### src/rtl/autotrim_pkg.sv
`timescale 1ns/1ps
package autotrim_pkg;
  typedef enum logic [1:0] {
    ST_IDLE   = 2'd0,
    ST_SETTLE = 2'd1,
    ST_ARM    = 2'd2,
    ST_MEAS   = 2'd3
  } at_state_e;
endpackage

### src/rtl/at_edge_sync.sv
`timescale 1ns/1ps
module at_edge_sync #(
  parameter int STAGES = 2
) (
  input  logic clk,
  input  logic rst,
  input  logic async_i,
  output logic rise_o
);
  localparam int LAST = STAGES - 1;

  logic [STAGES-1:0] sync_q;
  logic              last_q;

  always_ff @(posedge clk) begin
    if (rst) begin
      sync_q <= '0;
      last_q <= 1'b0;
      rise_o <= 1'b0;
    end else begin
      sync_q <= {sync_q[STAGES-2:0], async_i};
      last_q <= sync_q[LAST];
      rise_o <= sync_q[LAST] & ~last_q;
    end
  end
endmodule

### src/rtl/at_prescale.sv
`timescale 1ns/1ps
module at_prescale #(
  parameter int DIV = 128
) (
  input  logic clk,
  input  logic rst,
  input  logic edge_i,
  output logic tick_o
);
  localparam int CW = (DIV > 1) ? $clog2(DIV) : 1;
  localparam logic [CW-1:0] TOP = CW'(DIV - 1);

  generate
    if (DIV <= 1) begin : g_pass
      always_ff @(posedge clk) begin
        if (rst) tick_o <= 1'b0;
        else     tick_o <= edge_i;
      end
    end else begin : g_div
      logic [CW-1:0] cnt_q;
      always_ff @(posedge clk) begin
        if (rst) begin
          cnt_q  <= '0;
          tick_o <= 1'b0;
        end else begin
          tick_o <= 1'b0;
          if (edge_i) begin
            if (cnt_q == TOP) begin
              cnt_q  <= '0;
              tick_o <= 1'b1;
            end else begin
              cnt_q <= cnt_q + 1'b1;
            end
          end
        end
      end
    end
  endgenerate
endmodule

### src/rtl/at_gate_counter.sv
`timescale 1ns/1ps
module at_gate_counter #(
  parameter int W = 16
) (
  input  logic         clk,
  input  logic         rst,
  input  logic         load_i,
  input  logic         inc_i,
  output logic [W-1:0] cnt_o
);
  localparam logic [W-1:0] ONE = {{(W-1){1'b0}}, 1'b1};
  localparam logic [W-1:0] MAX = '1;

  always_ff @(posedge clk) begin
    if (rst)                      cnt_o <= '0;
    else if (load_i)              cnt_o <= ONE;
    else if (inc_i && cnt_o != MAX) cnt_o <= cnt_o + ONE;
  end
endmodule

### src/rtl/at_sar_ctrl.sv
`timescale 1ns/1ps
module at_sar_ctrl
  import autotrim_pkg::*;
#(
  parameter int TRIM_W          = 9,
  parameter int CNT_W           = 16,
  parameter bit KEEP_ON_GREATER = 1'b1
) (
  input  logic              clk,
  input  logic              rst,
  input  logic              start_i,
  input  logic              cancel_i,
  input  logic              fail_clr_i,
  input  logic              tick_i,
  input  logic [CNT_W-1:0]  count_i,
  input  logic [CNT_W-1:0]  target_i,
  output logic              busy_o,
  output logic              fail_o,
  output logic [TRIM_W-1:0] trim_o,
  output logic              cnt_load_o,
  output logic              cnt_inc_o,
  output logic              accept_o
);
  localparam logic [TRIM_W-1:0] MSB = {1'b1, {(TRIM_W-1){1'b0}}};

  at_state_e         state_q;
  logic [TRIM_W-1:0] mask_q;
  logic [CNT_W-1:0]  target_q;
  logic              keep;
  logic              cancel_now;

  generate
    if (KEEP_ON_GREATER) begin : g_gt
      assign keep = count_i > target_q;
    end else begin : g_lt
      assign keep = count_i < target_q;
    end
  endgenerate

  always_comb begin
    accept_o   = start_i && !cancel_i;
    cancel_now = busy_o && cancel_i;
    cnt_load_o = (state_q == ST_ARM) && tick_i && !cancel_now && !accept_o;
    cnt_inc_o  = (state_q == ST_MEAS) && !tick_i;
  end

  always_ff @(posedge clk) begin
    if (rst) begin
      state_q  <= ST_IDLE;
      busy_o   <= 1'b0;
      fail_o   <= 1'b0;
      trim_o   <= '0;
      mask_q   <= '0;
      target_q <= '0;
    end else begin
      if (fail_clr_i) fail_o <= 1'b0;
      if (cancel_now) begin
        state_q <= ST_IDLE;
        busy_o  <= 1'b0;
        fail_o  <= 1'b1;
      end else if (accept_o) begin
        state_q  <= ST_SETTLE;
        busy_o   <= 1'b1;
        fail_o   <= 1'b0;
        trim_o   <= MSB;
        mask_q   <= MSB;
        target_q <= target_i;
      end else begin
        case (state_q)
          ST_SETTLE: if (tick_i) state_q <= ST_ARM;
          ST_ARM:    if (tick_i) state_q <= ST_MEAS;
          ST_MEAS: begin
            if (tick_i) begin
              trim_o <= (trim_o & ~mask_q) | (keep ? mask_q : '0) | (mask_q >> 1);
              mask_q <= mask_q >> 1;
              if (mask_q[0]) begin
                state_q <= ST_IDLE;
                busy_o  <= 1'b0;
              end else begin
                state_q <= ST_ARM;
              end
            end
          end
          default: ;
        endcase
      end
    end
  end
endmodule

### src/rtl/osc_autotrim.sv
`timescale 1ns/1ps
module osc_autotrim #(
  parameter int TRIM_W          = 9,
  parameter int CNT_W           = 16,
  parameter int FAST_DIV        = 128,
  parameter int SYNC_STAGES     = 2,
  parameter bit KEEP_ON_GREATER = 1'b1
) (
  input  logic              clk,
  input  logic              rst,
  input  logic              osc_slow_i,
  input  logic              osc_fast_i,
  input  logic              sel_fast_i,
  input  logic [CNT_W-1:0]  target_i,
  input  logic              enable_wr_i,
  input  logic              guard_wr_i,
  input  logic              stop_i,
  input  logic              fail_clr_i,
  output logic              busy_o,
  output logic              fail_o,
  output logic [TRIM_W-1:0] trim_o
);
  localparam int NSRC = 2;

  logic [NSRC-1:0]  osc_vec;
  logic [NSRC-1:0]  rise_vec;
  logic             fast_tick;
  logic             sel_q;
  logic             tick;
  logic             accept;
  logic             cnt_load;
  logic             cnt_inc;
  logic [CNT_W-1:0] count;

  assign osc_vec = {osc_fast_i, osc_slow_i};

  genvar g;
  generate
    for (g = 0; g < NSRC; g++) begin : g_sync
      at_edge_sync #(.STAGES(SYNC_STAGES)) u_sync (
        .clk     (clk),
        .rst     (rst),
        .async_i (osc_vec[g]),
        .rise_o  (rise_vec[g])
      );
    end
  endgenerate

  at_prescale #(.DIV(FAST_DIV)) u_prescale (
    .clk    (clk),
    .rst    (rst),
    .edge_i (rise_vec[1]),
    .tick_o (fast_tick)
  );

  always_ff @(posedge clk) begin
    if (rst)         sel_q <= 1'b0;
    else if (accept) sel_q <= sel_fast_i;
  end

  assign tick = sel_q ? fast_tick : rise_vec[0];

  at_gate_counter #(.W(CNT_W)) u_counter (
    .clk    (clk),
    .rst    (rst),
    .load_i (cnt_load),
    .inc_i  (cnt_inc),
    .cnt_o  (count)
  );

  at_sar_ctrl #(
    .TRIM_W          (TRIM_W),
    .CNT_W           (CNT_W),
    .KEEP_ON_GREATER (KEEP_ON_GREATER)
  ) u_ctrl (
    .clk        (clk),
    .rst        (rst),
    .start_i    (enable_wr_i),
    .cancel_i   (guard_wr_i | stop_i),
    .fail_clr_i (fail_clr_i),
    .tick_i     (tick),
    .count_i    (count),
    .target_i   (target_i),
    .busy_o     (busy_o),
    .fail_o     (fail_o),
    .trim_o     (trim_o),
    .cnt_load_o (cnt_load),
    .cnt_inc_o  (cnt_inc),
    .accept_o   (accept)
  );
endmodule

### config.mk
export PLATFORM = sky130hd
export DESIGN_NAME = osc_autotrim
export DESIGN_NICKNAME = d
export VERILOG_FILES = /design/src/rtl/autotrim_pkg.sv /design/src/rtl/at_edge_sync.sv /design/src/rtl/at_prescale.sv /design/src/rtl/at_gate_counter.sv /design/src/rtl/at_sar_ctrl.sv /design/src/rtl/osc_autotrim.sv
export SDC_FILE = /design/constraint.sdc
export NUM_CORES = 1
export LEC_CHECK = 0
export ABC_AREA = 1
export BUFFER_PORTS_ARGS = -buffer_cell sky130_fd_sc_hd__clkbuf_2
export CORE_ASPECT_RATIO = 0.7
export CORE_UTILIZATION = 49
export DETAILED_ROUTE_END_ITERATION = 8
export GPL_TIMING_DRIVEN = 0
export HOLD_SLACK_MARGIN = 0.1
export PLACE_DENSITY = 0.7
export SLEW_MARGIN = 20
export SYNTH_ARGS = -nofsm -noshare
export SYNTH_HDL_FRONTEND = slang
export SYNTH_SLANG_ARGS = --single-unit
### constraint.sdc
create_clock -name clk -period 1.85 [get_ports clk]
set_input_delay 0.37 -clock clk [delete_from_list [all_inputs] [get_ports clk]]
set_output_delay 0.37 -clock clk [all_outputs]
set_load 0.1 [all_outputs]
==> results of run 1 <==
flip-flops by register name, indices dropped and copies added (netlist names):
register,flops
sel_q,1
g_sync.u_sync.sync_q,4
u_ctrl.mask_q,9
u_prescale.g_div.cnt_q,7
u_ctrl.target_q,16
u_ctrl.fail_o,1
g_sync.u_sync.last_q,2
u_ctrl.trim_o,9
u_ctrl.state_q,2
g_sync.u_sync.rise_o,2
u_ctrl.busy_o,1
u_counter.cnt_o,16
u_prescale.tick_o,1
where the power goes:
part	internal [mW]	total (mW)	switching [mW]
registers	1.56	1.57	0.0128
clock network	0.660	1.26	0.598
logic	0.0743	0.236	0.161
cell usage in the layout (no fill, tap or decap), types with 5 or more instances in the layout:
master    Yosys  layout
a21oi_1      51      51
a31oi_1      10      10
clkbuf_1      7       8
clkbuf_2      0      35
clkbuf_8      0      10
dfxtp_1      71      67
ha_1         18      18
inv_1        52      52
nand2_1      68      67
nand3_1      21      20
nand4_1       9       9
nor2_1       41      41
nor2_2        5       5
nor3_1       14      12
o21ai_0      28      28
repair_timing:
action                     4_1_cts  5_1_grt
resized for setup                2        5
pin swaps                        0        2
buffers inserted                 0        3
setup endpoints to repair        2       12
gates cloned                     0        0
cell families after synthesis:
logic type,after synthesis,synth area share
buf+inv,68,0.0821
flops,71,0.434
compound gates,95,0.151
fa+ha+maj,18,0.0688
simple gates,174,0.253
xor+xnor,4,0.0107
final cells by class:
cell class / instances / area share
multi-input cells: 291 / 0.421
flip-flops and latches: 71 / 0.375
inverters: 57 / 0.0568
repair buffers: 38 / 0.0519
clock buffers: 11 / 0.0371
well taps: 91 / 0.0299
clock inverters: 5 / 0.0151
plain buffers: 11 / 0.0138
worst min-delay path: stages:
cell and delay (ns):
clkbuf_2 0.08, inv_1 0.04, nor2_1 0.03
how the worst max path moves through the flow:
stage	to	cells after the start	from
3_5_place_dp	u_ctrl.trim_o[0]	8	u_counter.cnt_o[15]
4_1_cts	u_ctrl.trim_o[0]	8	u_counter.cnt_o[15]
5_1_grt	u_ctrl.trim_o[0]	9	u_counter.cnt_o[15]
2_1_floorplan	u_ctrl.trim_o[8]	7	u_ctrl.busy_o
3_3_place_gp	u_ctrl.trim_o[0]	8	u_counter.cnt_o[9]
6_report	u_ctrl.trim_o[0]	9	u_counter.cnt_o[15]
stage by stage:
stage          instance area, um^2  utilization  power (mW)  hold slack, ns  TNS [ns]
2_1_floorplan                 3280            -        1.76           0.373         0
3_3_place_gp                  3570        0.563        1.83           0.378         0
3_5_place_dp                  3570        0.563        1.84           0.379   -0.0393
4_1_cts                       3770        0.595        3.09           0.191         0
5_1_grt                       3810        0.601        3.20           0.207   -0.0423
6_report                      3810        0.601        3.07           0.203         0
routing by layer:
| layer | vias to the layer above | track usage |
|---|---|---|
| li1 | 1522 | - |
| met1 | 1327 | 0.329 |
| met2 | 73 | 0.331 |
| met3 | 5 | 0.0621 |
| met4 | 0 | 0.0686 |
| met5 | - | 0 |
==> summary.txt, run 1 <==
Synthesis
  – Mapped Cells: 430
  – Sequential fraction of the synthesis area: 0.434
  – Synth warn: 0
  – Post-synth EDFFs: 0
  – Synth cell count leaders: 71 x dfxtp_1, 68 x nand2_1, 52 x inv_1
  – Largest area contributor in the netlist: dfxtp_1
  – Post-synth ARST share: 0
  – Yosys top cell area share: 0.434
  – Mapped cell area: ~3300 um^2
  – Synthesis-stage register bit count: between 70 and 80
  – Yosys cell types: 33
  – Ranking of synthesized cells by area: dfxtp_1 43%, a21oi_1 7.8%, nand2_1 7.8%
  – Top-count cell post-synth: dfxtp_1
  – Syn_nets: between 400 and 500
  – Mean post-synth cell area: 7.62 um^2
  – Top_reg_cell synth: dfxtp_1

Timing
  – Clock skew: approximately 0.0067 ns
  – Slack of the critical path: about 0.096 ns
  – Normalized max-slew margin: 0.639
  – Final hold viol count: 0
  – Worst slew pin tran: roughly 0.54 ns
  – RSZ-0062 raised after global routing: true
  – Endpoints failing setup: 0
  – Fin crit period: around 1.8 ns
  – Max Clk Rate: 0.570 GHz
  – Period utilisation layout: 0.948
  – Final slew viol count: 0

Floorplan
  – CORE AREA: ~6300 um^2
  – Die height: 70.4 um
  – Die width: ~100 um
  – Starting Density: 0.517
  – Ports: 36
  – Die area: approximately 7000 um^2
  – Num rows: 24

Layout
  – Multi-input logic area: between 1500 and 2000 um^2
  – Nets: 522
  – Fraction of final layout cells with drive strength greater than 1: 0.176
  – Final Instance Count excl. Fillers: 575
  – Register area: approximately 1400 um^2
  – Area grow syn2layout: 16.3%
  – Layout filler cell count: 571
  – Ant diodes: 0

Worst setup path
  – Crit start category: flip-flop
  – Worst setup EP type: flip-flop
  – Buf/Inv on CP: 0
  – Critical path class: flip-flop to flip-flop
  – CP delay by family, top: compound AO/OA/AOI/OAI gates
  – CP peak stage delay: 0.35 ns
  – FF-to-FF End: u_ctrl.trim_o[0]
  – Crit path cell chain: ha_1, a21oi_1, o21ai_0, a21oi_1, nand2_2, nand3_1, nand2_1, nand2_1, a21oi_1
  – Worst R2R Start: u_counter.cnt_o[15]
  – CP arrival: between 1.5 and 2 ns
  – Reg-to-reg setup timing slack: 0.1 ns
  – Critical path data required time: slightly above 2 ns
  – Cell mode on critical path: a21oi_1
  – CP max FO: 9
  – Worst R2R Path Depth: 9
  – CP max stage cell: dfxtp_2

Power
  – Maximum vdd ir drop: roughly 0.45 mV
  – P_leak: around 1.5 nW
  – P per Cell Area: slightly above 800 nW/um^2

Worst hold path
  – Type of the worst min-delay path: input pin to flip-flop
  – Hold path cells: 3
  – Hold_sp: osc_fast_i
  – Hold Crit Endpoint: g_sync[1].u_sync.sync_q[0]

Routing
  – First-pass DRT Iterations: 4
  – WL met1: roughly 3700 um
  – Routed WL: a little over 7000 um
  – Top sig layer: met4
  – Via count: just under 3000
  – Met3 WL: between 500 and 600 um
  – Vias/cell: 5.09
  – Drt initial violations: roughly 160
  – WL/cell: roughly 13 um
  – Met2 routed WL: slightly below 3000 um
  – ANT nets after route: 0
  – Drc violations: 0

Placement
  – Post-DP HPWL: 5300 um
  – Buffers added on ports: 35
  – Pre-CTS setup slack: -0.0393 ns
  – Placed Cells: 556
  – Placer Congestion: about 0.85

GRT
  – Vias in the first global route: about 2700
  – Antenna violations before repair: 0
  – All-Layer GR Usage: 0.228
  – GRT overflow: 0
  – Largest net degree at the start of global routing: 13
  – First-pass GRT wire length: 12400 um

Status
  – Run status: complete, no violations

Clocking
  – Clock slew at reported path FFs: about 0.080 ns
  – Number of buffers created by CTS: 9
  – Longest Clk Path Bufs: 2
  – CTS tree: done
  – CTS root buf: clkbuf_8
  – Post-CTS Hold Buffers: 0
  – Clock insertion delay at the later pin of the skew report: 0.35 ns
  – CTS Sinks: between 70 and 80
  – # H-tree levels: 3

Flow run
  – Max-cap violations: 0
Power figures use the tool's default switching activity.
==> inputs of run 2 (changes only) <==
--- a/config.mk
+++ b/config.mk
@@ -5,7 +5,6 @@
 export SDC_FILE = /design/constraint.sdc
 export NUM_CORES = 1
 export LEC_CHECK = 0
-export ABC_AREA = 1
 export BUFFER_PORTS_ARGS = -buffer_cell sky130_fd_sc_hd__clkbuf_2
 export CORE_ASPECT_RATIO = 0.7
 export CORE_UTILIZATION = 49
==> run 2 against run 1 <==
  * The flow now finishes with violations (setup timing)
  * Sequential share of layout area down 1.1 points
  * Maximum frequency down 7.7%
  * Count of clock-buffer cells in the layout grew 1
  * Non-clock buffer count up 7
  * Synthesized area shrank 2.3%
  * Worst setup slack worse by 0.15 ns
  * Total power increased by 1.6%
  * Wire length increased by 7.8%
  * Die area down 2.2%
  * Register-to-register slack got worse by 0.15 ns
  * Sequential power is essentially flat
  * Largest power group unchanged
==> summary.txt, run 2 <==
GRT
  – All-Layer GR Usage: 0.220 (was 0.228)
  – Vias in the first global route: 2468 (was 2691)
  – GRT overflow: 0 (unchanged)
  – Antenna violations before repair: 0 (unchanged)
  – Largest net degree at the start of global routing: 12 (was 13)
  – First-pass GRT wire length: 11800 um (was 12400 um)

Layout
  – Ant diodes: 0 (unchanged)
  – Biggest regs: u_counter.cnt_o: 16 flops, u_ctrl.target_q: 16 flops (unchanged)
  – Design area: 3990 um^2 (was 3810 um^2)
  – Layout filler cell count: 520 (was 571)
  – Final Instance Count excl. Fillers: 509 (was 575)
  – Fraction of final layout cells with drive strength greater than 1: 0.271 (was 0.176)
  – Most frequent cells in the layout: 63 x nand2_1, 56 x dfxtp_1, 39 x a21oi_1 (was 67 x nand2_1, 67 x dfxtp_1, 52 x inv_1)
  – Nets: 470 (was 522)
  – Most common cell after layout, fill and taps aside: nand2_1
  – Area grow syn2layout: 24.7% (was 16.3%)

Worst setup path
  – Worst R2R Path Depth: 8 (was 9)
  – Critical path data required time: 2.12 ns (was 2.07 ns)
  – CP arrival: 2.17 ns (was 1.97 ns)
  – Reg-to-reg setup timing slack: -0.05 ns (was 0.1 ns)
  – FF-to-FF End: u_ctrl.trim_o[2] (was u_ctrl.trim_o[0])
  – Worst R2R Start: u_ctrl.target_q[15] (was u_counter.cnt_o[15])
  – CP max FO: 4 (was 9)
  – Crit start category: flip-flop (unchanged)
  – Worst setup EP type: flip-flop (unchanged)
  – Critical path class: flip-flop to flip-flop (unchanged)

Power
  – Psw: 766 uW (was 773 uW)
  – Clock power share: 0.404 (was 0.411)
  – P per Cell Area: 781 nW/um^2 (was 805 nW/um^2)
  – Internal power: 2.35 mW (was 2.29 mW)
  – Pwr Total: 3.12 mW (was 3.07 mW)
  – Switching share of total power: 0.246 (was 0.252)
  – Logic gate share of total power: 0.095 (was 0.077)
  – Sequential share of power: 0.502 (was 0.513)
  – Maximum vdd ir drop: 0.424 mV (was 0.450 mV)
  – P_leak: 1.46 nW (was 1.52 nW)

Routing
  – Met2 routed WL: 3520 um (was 2980 um)
  – Via count: 2829 (was 2927)
  – ANT nets after route: 0 (unchanged)
  – WL met1: 3740 um (was 3660 um)
  – Vias/cell: 5.56 (was 5.09)
  – Top sig layer: met4 (unchanged)
  – WL/cell: 15.2 um (was 12.5 um)
  – First-pass DRT Iterations: 4 (unchanged)
  – Met3 WL: 429 um (was 504 um)
  – Drt initial violations: 117 (was 161)
  – Drc violations: 0 (unchanged)
  – Routed WL: 7750 um (was 7190 um)

Floorplan
  – Die height: 69.6 um (was 70.4 um)
  – Die width: 98.6 um (was 99.7 um)
  – Num rows: 24 (unchanged)
  – Ports: 36 (unchanged)
  – Starting Density: 0.510 (was 0.517)
  – CORE AREA: 6280 um^2 (was 6340 um^2)
  – Die area: 6860 um^2 (was 7020 um^2)

Worst hold path
  – Hold path cells: 2 (was 3)
  – Hold_sp: osc_fast_i (unchanged)
  – Hold Crit Endpoint: g_sync[1].u_sync.sync_q[0] (unchanged)
  – Type of the worst min-delay path: input pin to flip-flop (unchanged)

Timing
  – RSZ-0062 raised after global routing: true (unchanged)
  – Final hold viol count: 0 (unchanged)
  – Normalized max-slew margin: 0.612 (was 0.639)
  – Max Clk Rate: 0.526 GHz (was 0.570 GHz)
  – Final slew viol count: 0 (unchanged)
  – Slack of the critical path: -0.0498 ns (was 0.0957 ns)
  – Period utilisation layout: 1.03 (was 0.948)
  – Worst slew pin tran: 0.582 ns (was 0.542 ns)
  – Fin crit period: 1.90 ns (was 1.75 ns)
  – Endpoints failing setup: 6 (was 0)
  – Clock skew: 0.00280 ns (was 0.00668 ns)

Placement
  – Buffers added on ports: 34 (was 35)
  – Pre-CTS setup slack: -0.464 ns (was -0.0393 ns)
  – Placer Congestion: 0.831 (was 0.853)
  – Placed Cells: 485 (was 556)
  – Placed Area: 3470 um^2 (was 3570 um^2)
  – Post-DP HPWL: 5200 um (was 5300 um)

Clocking
  – Clock insertion delay at the later pin of the skew report: 0.35 ns (about the same)
  – CTS Sinks: 71 (unchanged)
  – Longest Clk Path Bufs: 2 (unchanged)
  – CTS root buf: clkbuf_8 (unchanged)
  – Post-CTS Hold Buffers: 0 (unchanged)
  – # H-tree levels: 3 (unchanged)
  – Number of buffers created by CTS: 9 (unchanged)
  – Clock slew at reported path FFs: 0.07 ns (was 0.08 ns)
  – CTS tree: done (unchanged)

Synthesis
  – Top-count cell post-synth: dfxtp_1 (unchanged)
  – Synth cell count leaders: 71 x dfxtp_1, 64 x nand2_1, 43 x a21oi_1 (was 71 x dfxtp_1, 68 x nand2_1, 52 x inv_1)
  – Top_reg_cell synth: dfxtp_1 (unchanged)
  – Post-synth EDFFs: 0 (unchanged)
  – Ranking of synthesized cells by area: dfxtp_1 44%, nand2_1 7.5%, ha_1 7.0% (was dfxtp_1 43%, a21oi_1 7.8%, nand2_1 7.8%)
  – Post-synth ARST share: 0 (unchanged)
  – Yosys top cell area share: 0.444 (was 0.434)
  – Sequential fraction of the synthesis area: 0.444 (was 0.434)
  – Mapped Cells: 373 (was 430)
  – Synth warn: 0 (unchanged)
  – Synthesis-stage register bit count: 71 (unchanged)
  – Syn_nets: 416 (was 473)
  – Largest area contributor in the netlist: dfxtp_1 (unchanged)
  – Mapped cell area: 3200 um^2 (was 3280 um^2)
  – Mean post-synth cell area: 8.58 um^2 (was 7.62 um^2)
  – Yosys cell types: 45 (was 33)

Status
  – Run status: complete, but fails checks (was complete, no violations)
  – Failing checks: setup timing

Flow run
  – Max-cap violations: 0 (unchanged)
run 2: cell type report:
cell class / count / area, um^2 / area share
Multi-Input combinational cell: 270 / 1870 / 0.469
Sequential cell: 71 / 1450 / 0.363
Timing Repair Buffer: 44 / 249 / 0.0624
Clock buffer: 12 / 155 / 0.0389
Tap cell: 78 / 97.6 / 0.0244
Inverter: 19 / 71.3 / 0.0179
Buffer: 12 / 53.8 / 0.0135
Clock inverter: 3 / 42.5 / 0.0107
run 2: routing by layer:
layer  vias up  global-route usage
li1       1405                   -
met1      1340               0.324
met2        76               0.306
met3         8              0.0605
met4         0              0.0746
met5         -                   0
run 2: critical path, stage by stage, from the launching register on:
cell and delay (ns):
dfxtp_2 0.34, inv_2 0.05, ha_4 0.27, nand4_1 0.22
nor3_4 0.29, a21boi_4 0.26, nor4_4 0.07, buf_4 0.17
o22ai_1 0.16
run 2: cells by family (layout without fill, tap and decap cells):
group	count (synthesis)	after routing	share of synthesized area
and+or+nand+nor	149	149	0.229
xor gates and xnor gates	14	14	0.0383
DFF	71	71	0.444
AOI/OAI and AO/OA	84	84	0.161
adders and majority gates	18	18	0.0704
muxes	5	5	0.0172
buffers and inverters	32	90	0.0399
run 2: timing repair:
item,4_1_cts,5_1_grt
gates cloned,0,1
endpoints found under the hold margin,0,0
endpoints found under the setup margin,19,22
setup buffers,3,6
pin swaps,5,14
resized for setup,14,44
run 2: power groups by stage:
| stage | logic [mW] | registers [mW] | clock network (mW) |
|---|---|---|---|
| final | 0.296 | 1.56 | 1.26 |
| after global routing | 0.319 | 1.57 | 1.34 |
| after CTS | 0.260 | 1.57 | 1.27 |
| after detailed placement | 0.212 | 1.60 | 0 |
| after global placement | 0.208 | 1.60 | 0 |
| after floorplan | 0.117 | 1.62 | 0 |
run 2: metrics by stage:
step,setup TNS [ns],hold slack [ns],util
floorplan,0,0.367,-
global placement,-5.43,0.371,0.553
detailed placement,-5.50,0.392,0.553
CTS,-0.0132,0.235,0.599
global route,-0.843,0.233,0.636
finish,-0.116,0.238,0.636
run 2: worst max-delay path by stage:
stage	start	to	slack [ns]	depth (start not counted)
after floorplan	u_counter.cnt_o[1]	u_ctrl.trim_o[1]	0.03	6
after global placement	u_counter.cnt_o[13]	u_ctrl.trim_o[6]	-0.45	6
after detailed placement	u_ctrl.target_q[15]	u_ctrl.trim_o[6]	-0.46	7
after CTS	u_ctrl.target_q[14]	u_ctrl.trim_o[6]	-0.01	8
after global routing	u_ctrl.target_q[10]	u_ctrl.trim_o[2]	-0.12	8
final	u_ctrl.target_q[15]	u_ctrl.trim_o[2]	-0.05	8
